<file path="src/rtl/tmr16_pkg.sv">
package tmr16_pkg;
  localparam logic [2:0] MODE_FREE = 3'd0;
  localparam logic [2:0] MODE_PW   = 3'd1;
  localparam logic [2:0] MODE_EVT  = 3'd2;
  localparam logic [2:0] MODE_ENC  = 3'd3;
  localparam logic [2:0] MODE_TRI  = 3'd4;

  function automatic logic ovf_mode(input logic [2:0] m);
    return (m != MODE_EVT) && (m != MODE_TRI);
  endfunction
endpackage

</file>
<file path="src/rtl/tmr16_clr.sv">
module tmr16_clr
  import tmr16_pkg::*;
#(
  parameter int W = 16
) (
  input  logic [2:0]   mode_i,
  input  logic [W-1:0] cnt_i,
  input  logic [W-1:0] cmp_i,
  input  logic         cmp_en_i,
  input  logic         cap_i,
  input  logic         enc_clr_i,
  input  logic         lvl_i,
  output logic         cmp_hit_o,
  output logic         cap_take_o,
  output logic         clr_o
);
  logic cmp_mode;
  assign cmp_mode   = (mode_i != MODE_PW) && (mode_i != MODE_TRI);
  assign cmp_hit_o  = cmp_en_i && cmp_mode && (cnt_i == cmp_i);
  assign cap_take_o = cap_i && (mode_i == MODE_PW);
  // all causes merge into one clear
  assign clr_o = lvl_i || cmp_hit_o || cap_take_o ||
                 (enc_clr_i && (mode_i == MODE_ENC));
endmodule

</file>
<file path="src/rtl/tmr16_step.sv">
module tmr16_step
  import tmr16_pkg::*;
#(
  parameter int W = 16
) (
  input  logic [2:0]   mode_i,
  input  logic [W-1:0] cnt_i,
  input  logic [W-1:0] cmp_i,
  input  logic         dir_i,
  input  logic         evt_i,
  input  logic         up_i,
  input  logic         dn_i,
  output logic         step_o,
  output logic         up_o,
  output logic         dir_o,
  output logic [W-1:0] nxt_o
);
  always_comb begin
    step_o = 1'b0;
    up_o   = 1'b1;
    dir_o  = dir_i;
    unique case (mode_i)
      MODE_EVT: step_o = evt_i;
      MODE_ENC: begin
        step_o = up_i ^ dn_i;
        up_o   = up_i;
      end
      MODE_TRI: begin
        step_o = 1'b1;
        if (dir_i) begin
          if (cnt_i == '0) dir_o = 1'b0;
          else             up_o  = 1'b0;
        end else if (cnt_i == cmp_i) begin
          dir_o = 1'b1;
          up_o  = 1'b0;
        end
      end
      default: step_o = 1'b1;
    endcase
    nxt_o = up_o ? cnt_i + 1'b1 : cnt_i - 1'b1;
  end
endmodule

</file>
<file path="src/rtl/tmr16_flags.sv">
module tmr16_flags (
  input  logic clk_i,
  input  logic rst_ni,
  input  logic ovf_evt_i,
  input  logic enc_mode_i,
  input  logic clr_i,
  output logic ovf_o,
  output logic gen_o,
  output logic enc_o
);
  always_ff @(posedge clk_i or negedge rst_ni) begin
    if (!rst_ni) begin
      ovf_o <= 1'b0;
      gen_o <= 1'b0;
      enc_o <= 1'b0;
    end else begin
      ovf_o <= ovf_evt_i;
      // set wins over clear
      gen_o <= (gen_o && !clr_i) || (ovf_evt_i && !enc_mode_i);
      enc_o <= (enc_o && !clr_i) || (ovf_evt_i && enc_mode_i);
    end
  end

  p_ovf_flag_r3: assert property (@(posedge clk_i) disable iff (!rst_ni)
    ovf_o |-> (gen_o || enc_o));
  p_sticky_gen_r11: assert property (@(posedge clk_i) disable iff (!rst_ni)
    (gen_o && !clr_i) |=> gen_o);
  p_sticky_enc_r11: assert property (@(posedge clk_i) disable iff (!rst_ni)
    (enc_o && !clr_i) |=> enc_o);
endmodule

</file>
<file path="src/rtl/multimode_tmr16.sv">
module multimode_tmr16
  import tmr16_pkg::*;
#(
  parameter int W = 16
) (
  input  logic         clk_i,
  input  logic         rst_ni,
  input  logic         en_i,
  input  logic [2:0]   mode_i,
  input  logic [W-1:0] cmp_i,
  input  logic         cmp_clr_en_i,
  input  logic [W-1:0] reload_i,
  input  logic         load_sel_i,
  input  logic         evt_i,
  input  logic         enc_up_i,
  input  logic         enc_dn_i,
  input  logic         enc_clr_i,
  input  logic         cap_i,
  input  logic         clr_lvl_i,
  input  logic         flag_clr_i,
  output logic [W-1:0] cnt_o,
  output logic [W-1:0] cap_o,
  output logic         match_o,
  output logic         ovf_o,
  output logic         ovf_flag_o,
  output logic         enc_ovf_flag_o
);
  localparam logic [W-1:0] CNT_MAX = '1;

  logic [W-1:0] cnt_q, cap_q, nxt, start_val;
  logic en_q, first_q, dir_q, match_q;
  logic start, run, clr, cmp_hit, cap_take, step, up, dir_n, ovf_evt;

  assign start = en_i && !en_q;
  assign run   = en_i && en_q;

  tmr16_clr #(.W(W)) u_clr (
    .mode_i(mode_i), .cnt_i(cnt_q), .cmp_i(cmp_i), .cmp_en_i(cmp_clr_en_i),
    .cap_i(cap_i), .enc_clr_i(enc_clr_i), .lvl_i(clr_lvl_i),
    .cmp_hit_o(cmp_hit), .cap_take_o(cap_take), .clr_o(clr)
  );

  tmr16_step #(.W(W)) u_step (
    .mode_i(mode_i), .cnt_i(cnt_q), .cmp_i(cmp_i), .dir_i(dir_q),
    .evt_i(evt_i), .up_i(enc_up_i), .dn_i(enc_dn_i),
    .step_o(step), .up_o(up), .dir_o(dir_n), .nxt_o(nxt)
  );

  always_comb begin
    unique case (mode_i)
      MODE_EVT: start_val = '0;
      MODE_ENC: start_val = load_sel_i ? cnt_q : reload_i;
      default:  start_val = CNT_MAX;
    endcase
  end

  // wrap is an overflow only once the run has left its first step
  assign ovf_evt = run && !clr && step && up && (cnt_q == CNT_MAX) &&
                   !first_q && ovf_mode(mode_i);

  always_ff @(posedge clk_i or negedge rst_ni) begin
    if (!rst_ni) begin
      cnt_q   <= '0;
      cap_q   <= '0;
      en_q    <= 1'b0;
      first_q <= 1'b0;
      dir_q   <= 1'b0;
      match_q <= 1'b0;
    end else begin
      en_q    <= en_i;
      match_q <= 1'b0;
      if (start) begin
        cnt_q   <= start_val;
        first_q <= 1'b1;
        dir_q   <= 1'b0;
      end else if (run) begin
        if (cap_take) cap_q <= cnt_q;
        if (clr) begin
          cnt_q   <= '0;
          first_q <= 1'b0;
          dir_q   <= 1'b0;
          match_q <= cmp_hit;
        end else if (step) begin
          cnt_q   <= nxt;
          dir_q   <= dir_n;
          first_q <= 1'b0;
        end
      end
    end
  end

  tmr16_flags u_flags (
    .clk_i(clk_i), .rst_ni(rst_ni), .ovf_evt_i(ovf_evt),
    .enc_mode_i(mode_i == MODE_ENC), .clr_i(flag_clr_i),
    .ovf_o(ovf_o), .gen_o(ovf_flag_o), .enc_o(enc_ovf_flag_o)
  );

  assign cnt_o   = cnt_q;
  assign cap_o   = cap_q;
  assign match_o = match_q;

  p_clear_zero_r9: assert property (@(posedge clk_i) disable iff (!rst_ni)
    (run && clr) |=> (cnt_o == '0));
  p_freeze_r10: assert property (@(posedge clk_i) disable iff (!rst_ni)
    !en_i |=> ($stable(cnt_o) && !ovf_o && !match_o));
  p_start_max_r2: assert property (@(posedge clk_i) disable iff (!rst_ni)
    (start && (mode_i == MODE_FREE)) |=> (cnt_o == CNT_MAX));
  p_pulse_excl_r4: assert property (@(posedge clk_i) disable iff (!rst_ni)
    !(ovf_o && match_o));
  p_tri_no_ovf_r8: assert property (@(posedge clk_i) disable iff (!rst_ni)
    (mode_i == MODE_TRI) |=> !ovf_o);
  p_evt_hold_r6: assert property (@(posedge clk_i) disable iff (!rst_ni)
    (run && (mode_i == MODE_EVT) && !evt_i && !clr) |=> $stable(cnt_o));
endmodule

</file>
<file path="config.mk">
export PLATFORM = sky130hd
export DESIGN_NAME = multimode_tmr16
export DESIGN_NICKNAME = d
export VERILOG_FILES = /design/src/rtl/tmr16_pkg.sv /design/src/rtl/tmr16_clr.sv /design/src/rtl/tmr16_step.sv /design/src/rtl/tmr16_flags.sv /design/src/rtl/multimode_tmr16.sv
export SDC_FILE = /design/constraint.sdc
export NUM_CORES = 1
export LEC_CHECK = 0
export ABC_AREA = 0
export ABC_CLOCK_PERIOD_IN_PS = 13000
export CAP_MARGIN = 20
export CORE_MARGIN = 4
export CORE_UTILIZATION = 30
export DETAILED_ROUTE_END_ITERATION = 10
export PLACE_DENSITY = 0.52
export SYNTH_ARGS = -nofsm -noshare
export SYNTH_HDL_FRONTEND = slang
export SYNTH_SLANG_ARGS = --single-unit
</file>
<file path="constraint.sdc">
create_clock -name clk_i -period 13 [get_ports clk_i]
set_clock_uncertainty 0.15 [all_clocks]
set_input_delay 1.3 -clock clk_i [delete_from_list [all_inputs] [get_ports clk_i]]
set_output_delay 1.3 -clock clk_i [all_outputs]
set_load 0.03 [all_outputs]
</file>
==> impl_metrics.ini <==
[global_route]
grt_start_max_net_pins = 40
track_usage = 0.1623
initial_antenna_violation_count = 0
first_global_vias = 2683
overflow = 0
grt_pass1_wl_mm = 14.43

[cts]
clock_tree.root_cell = clkbuf_8
cts_num_sinks = 39
cts_tree = built
cts-hold-fix-buffers = 0
clock_tree.buffer_depth = 2
cts_max_level = 2
clk-insertion-delay-late_ns = 0.30
postCtsResizedCells = 0
cts_buffers = 5
path_clk_slew_ns = 0.09
cts.repair_timing.setup_buffer_count = 0

[pwr]
power_switching_w = 0.0001626
power.internal_w = 0.0002730
relative_contribution_of_combinational_cells_to_total_power = 0.370
fin_total_pwr_w = 0.0004356
pwr-share-seq = 0.381
power.switching_fraction = 0.3733
p_leak_nw = 1.581
power_density_mw_per_mm2 = 113.6
share_of_total_power_in_the_clock_network = 0.249
vdd_drop_max_mv = 0.06511

[timing]
post-route-period-util = 0.3986
final_max_slew_viol_count = 0
slew_headroom = 0.3851
final_period_minus_worst_setup_slack_ns = 5.182
finalSetupTns_ns = 0
finalHoldViolations = 0
fmaxAchievable_mhz = 193.0
tightest_slew_ns = 0.9223
report.final.setup_viol = 0
rsz0062_at_grt = false

[layout]
final_common_cell = clkdlybuf4s50_1
post_route_cells_drive_above_1_share = 0.1073
post_layout_nonfiller_instances = 490
layout_common_cells = 81 x clkdlybuf4s50_1, 39 x dfrtp_1, 35 x nor2_1
fin_nets = 443
areaGrowthSynthToFinish_pct = 36.94
num_antenna_cells = 0
nFillCells = 890

[routing]
detail_route.wirelength_mm = 8.800
vias_cell = 5.243
vias = 2569
detail-route-antenna-nets = 0
drc = 0
first_iter_violations = 94
drt-pass1-iter-count = 4
drt-wirelength-per-cell_um = 17.96

[placement]
post-place-cells = 482
place_hpwl_mm = 6.469
finalWeightedCongestion = 0.8247
port-buffer-count = 82

[outcome]
outcome = complete, no violations

[yosys]
yosys-top-cells-area = dfrtp_1 35%, mux2_2 7.2%, ha_1 6.3%
sequential_cell_area_fraction_in_the_yosys_report = 0.3484
postSynthNetCount = 364
yosysUniqueCellTypes = 52
synth.ff_latch_count = 39
synthArstFlopShare = 1.000
yosysTopAreaCellShare = 0.3484
syn-cell-area_mm2 = 0.002801
synth_area_per_cell_um2 = 9.276
synth_edf_count = 0
yosys_warnings = 0
synthFlopType = dfrtp_1
synth_area_leader_cell = dfrtp_1
postSynthCellCount = 302

[setup_path]
cp_data_arrival_time_ns = 5.23
cp-end-kind = flip-flop
critical_path_class = input pin to flip-flop
worstPathRequired_ns = 13.05
critical_path.max_fanout = 16
crit_path_start_kind = input pin

[run]
max_cap_violations = 0

[floorplanning]
rows = 34
io_pins = 83
die_width_um = 104.6
placeableCoreArea_mm2 = 0.008891
initial_core_util = 0.3151
die_h_um = 104.6
dieArea_mm2 = 0.01095

[worst_hold_path]
min_path_type = flip-flop to flip-flop
-- cell type report --
type,instances,area [um2],area share
inverter,7,26.28,0.006849
clock buffer,5,68.82,0.01794
timing repair buffer,85,838.3,0.2185
tap,108,135.1,0.03523
sequential,39,975.9,0.2544
multi-input combinational,243,1744,0.4547
clock inverter,3,47.55,0.01239
-- per-stage QoR --
stage | instance area [um2] | util | hold slack [ns] | setup slack (ns)
6_report | 3836 | 0.4315 | 0.3517 | 7.818
5_1_grt | 3836 | 0.4315 | 0.3790 | 7.534
4_1_cts | 3836 | 0.4315 | 0.3458 | 7.860
3_5_place_dp | 3720 | 0.4184 | 0.3221 | 7.569
3_3_place_gp | 3720 | 0.4184 | 0.3085 | 7.793
2_1_floorplan | 2801 | - | 0.2908 | 8.081
-- sequential cells by signal (all words and copies together), names as in the netlist --
signal / cells
cap_o: 16
cnt_o: 16
dir_q: 1
en_q: 1
first_q: 1
match_o: 1
u_flags.enc_o: 1
u_flags.gen_o: 1
u_flags.ovf_o: 1
-- cell families (layout without fill, tap and decap cells) --
group,after synthesis,count (layout),synth area share
XOR/XNOR,29,29,0.09603
buffers and inverters,20,100,0.03171
flip-flops,39,39,0.3484
multiplexers,22,22,0.08664
AO/OA/AOI/OAI,80,80,0.1920
AND/OR/NAND/NOR,97,97,0.1755
adder cells (fa/ha/maj),15,15,0.06967
-- layer usage --
| layer | part of all wire | wire, um | vias to the layer above | global-route usage |
|---|---|---|---|---|
| met4 | 0.0069 | 61 | 0 | 0.02530 |
| met1 | 0.46 | 4029 | 1228 | 0.2162 |
| met5 | 0 | 0 | - | 0 |
| li1 | - | - | 1276 | - |
| met3 | 0.047 | 416 | 8 | 0.03144 |
| met2 | 0.49 | 4292 | 57 | 0.2791 |
-- final timing paths --
kind | start | to | slack [ns] | cells after the start
setup / recovery | cmp_i[12] | cnt_o[15] | 7.82 | 15
hold / removal | first_q | first_q | 0.35 | 1
setup reg to reg | cnt_o[0] | cnt_o[15] | 8.65 | 14
hold reg to reg | first_q | first_q | 0.35 | 1
max in group asynchronous | rst_ni | cnt_o[4] | 11.15 | 1
min in group asynchronous | rst_ni | u_flags.ovf_o | 0.98 | 1
-- critical path: stages --
cell and delay [ns]:
clkdlybuf4s50_1 0.41, xnor2_1 0.22, nand4_2 0.15, nor4_4 0.52, mux2i_1 0.14, o22ai_1 0.13
buf_4 0.25, ha_1 0.33, a2111oi_0 0.50, o21ai_0 0.32, a31oi_1 0.31, o31a_1 0.18
or4_1 0.10, a21oi_1 0.05, o31a_1 0.30
-- cells in the mapped netlist (3+ instances only) --
cell and number:
o21a_1 3, xnor2_1 19, nor2b_1 3, nor3_1 3, o21ai_0 21, nand3_1 5, dfrtp_1 39, nor2_1 35
clkbuf_1 7, a211oi_1 4, inv_1 7, mux2i_1 4, o22ai_1 5, a31oi_1 4, nand2_1 23, mux2_2 18
nand4_1 8, a21oi_1 13, xor2_1 8, o22a_1 9, buf_2 5, nand2b_1 3, nor4_1 4, ha_1 14
-- power groups by stage --
stage | Clock, W | Sequential, W | Combinational [W]
final | 0.000109 | 0.000166 | 0.000161
after global routing | 0.000117 | 0.000169 | 0.000175
after CTS | 0.000112 | 0.000167 | 0.000163
after detailed placement | 0 | 0.000169 | 0.000162
after global placement | 0 | 0.000169 | 0.000161
after floorplan | 0 | 0.000189 | 0.0000675
(Power assumes the default switching activity.)
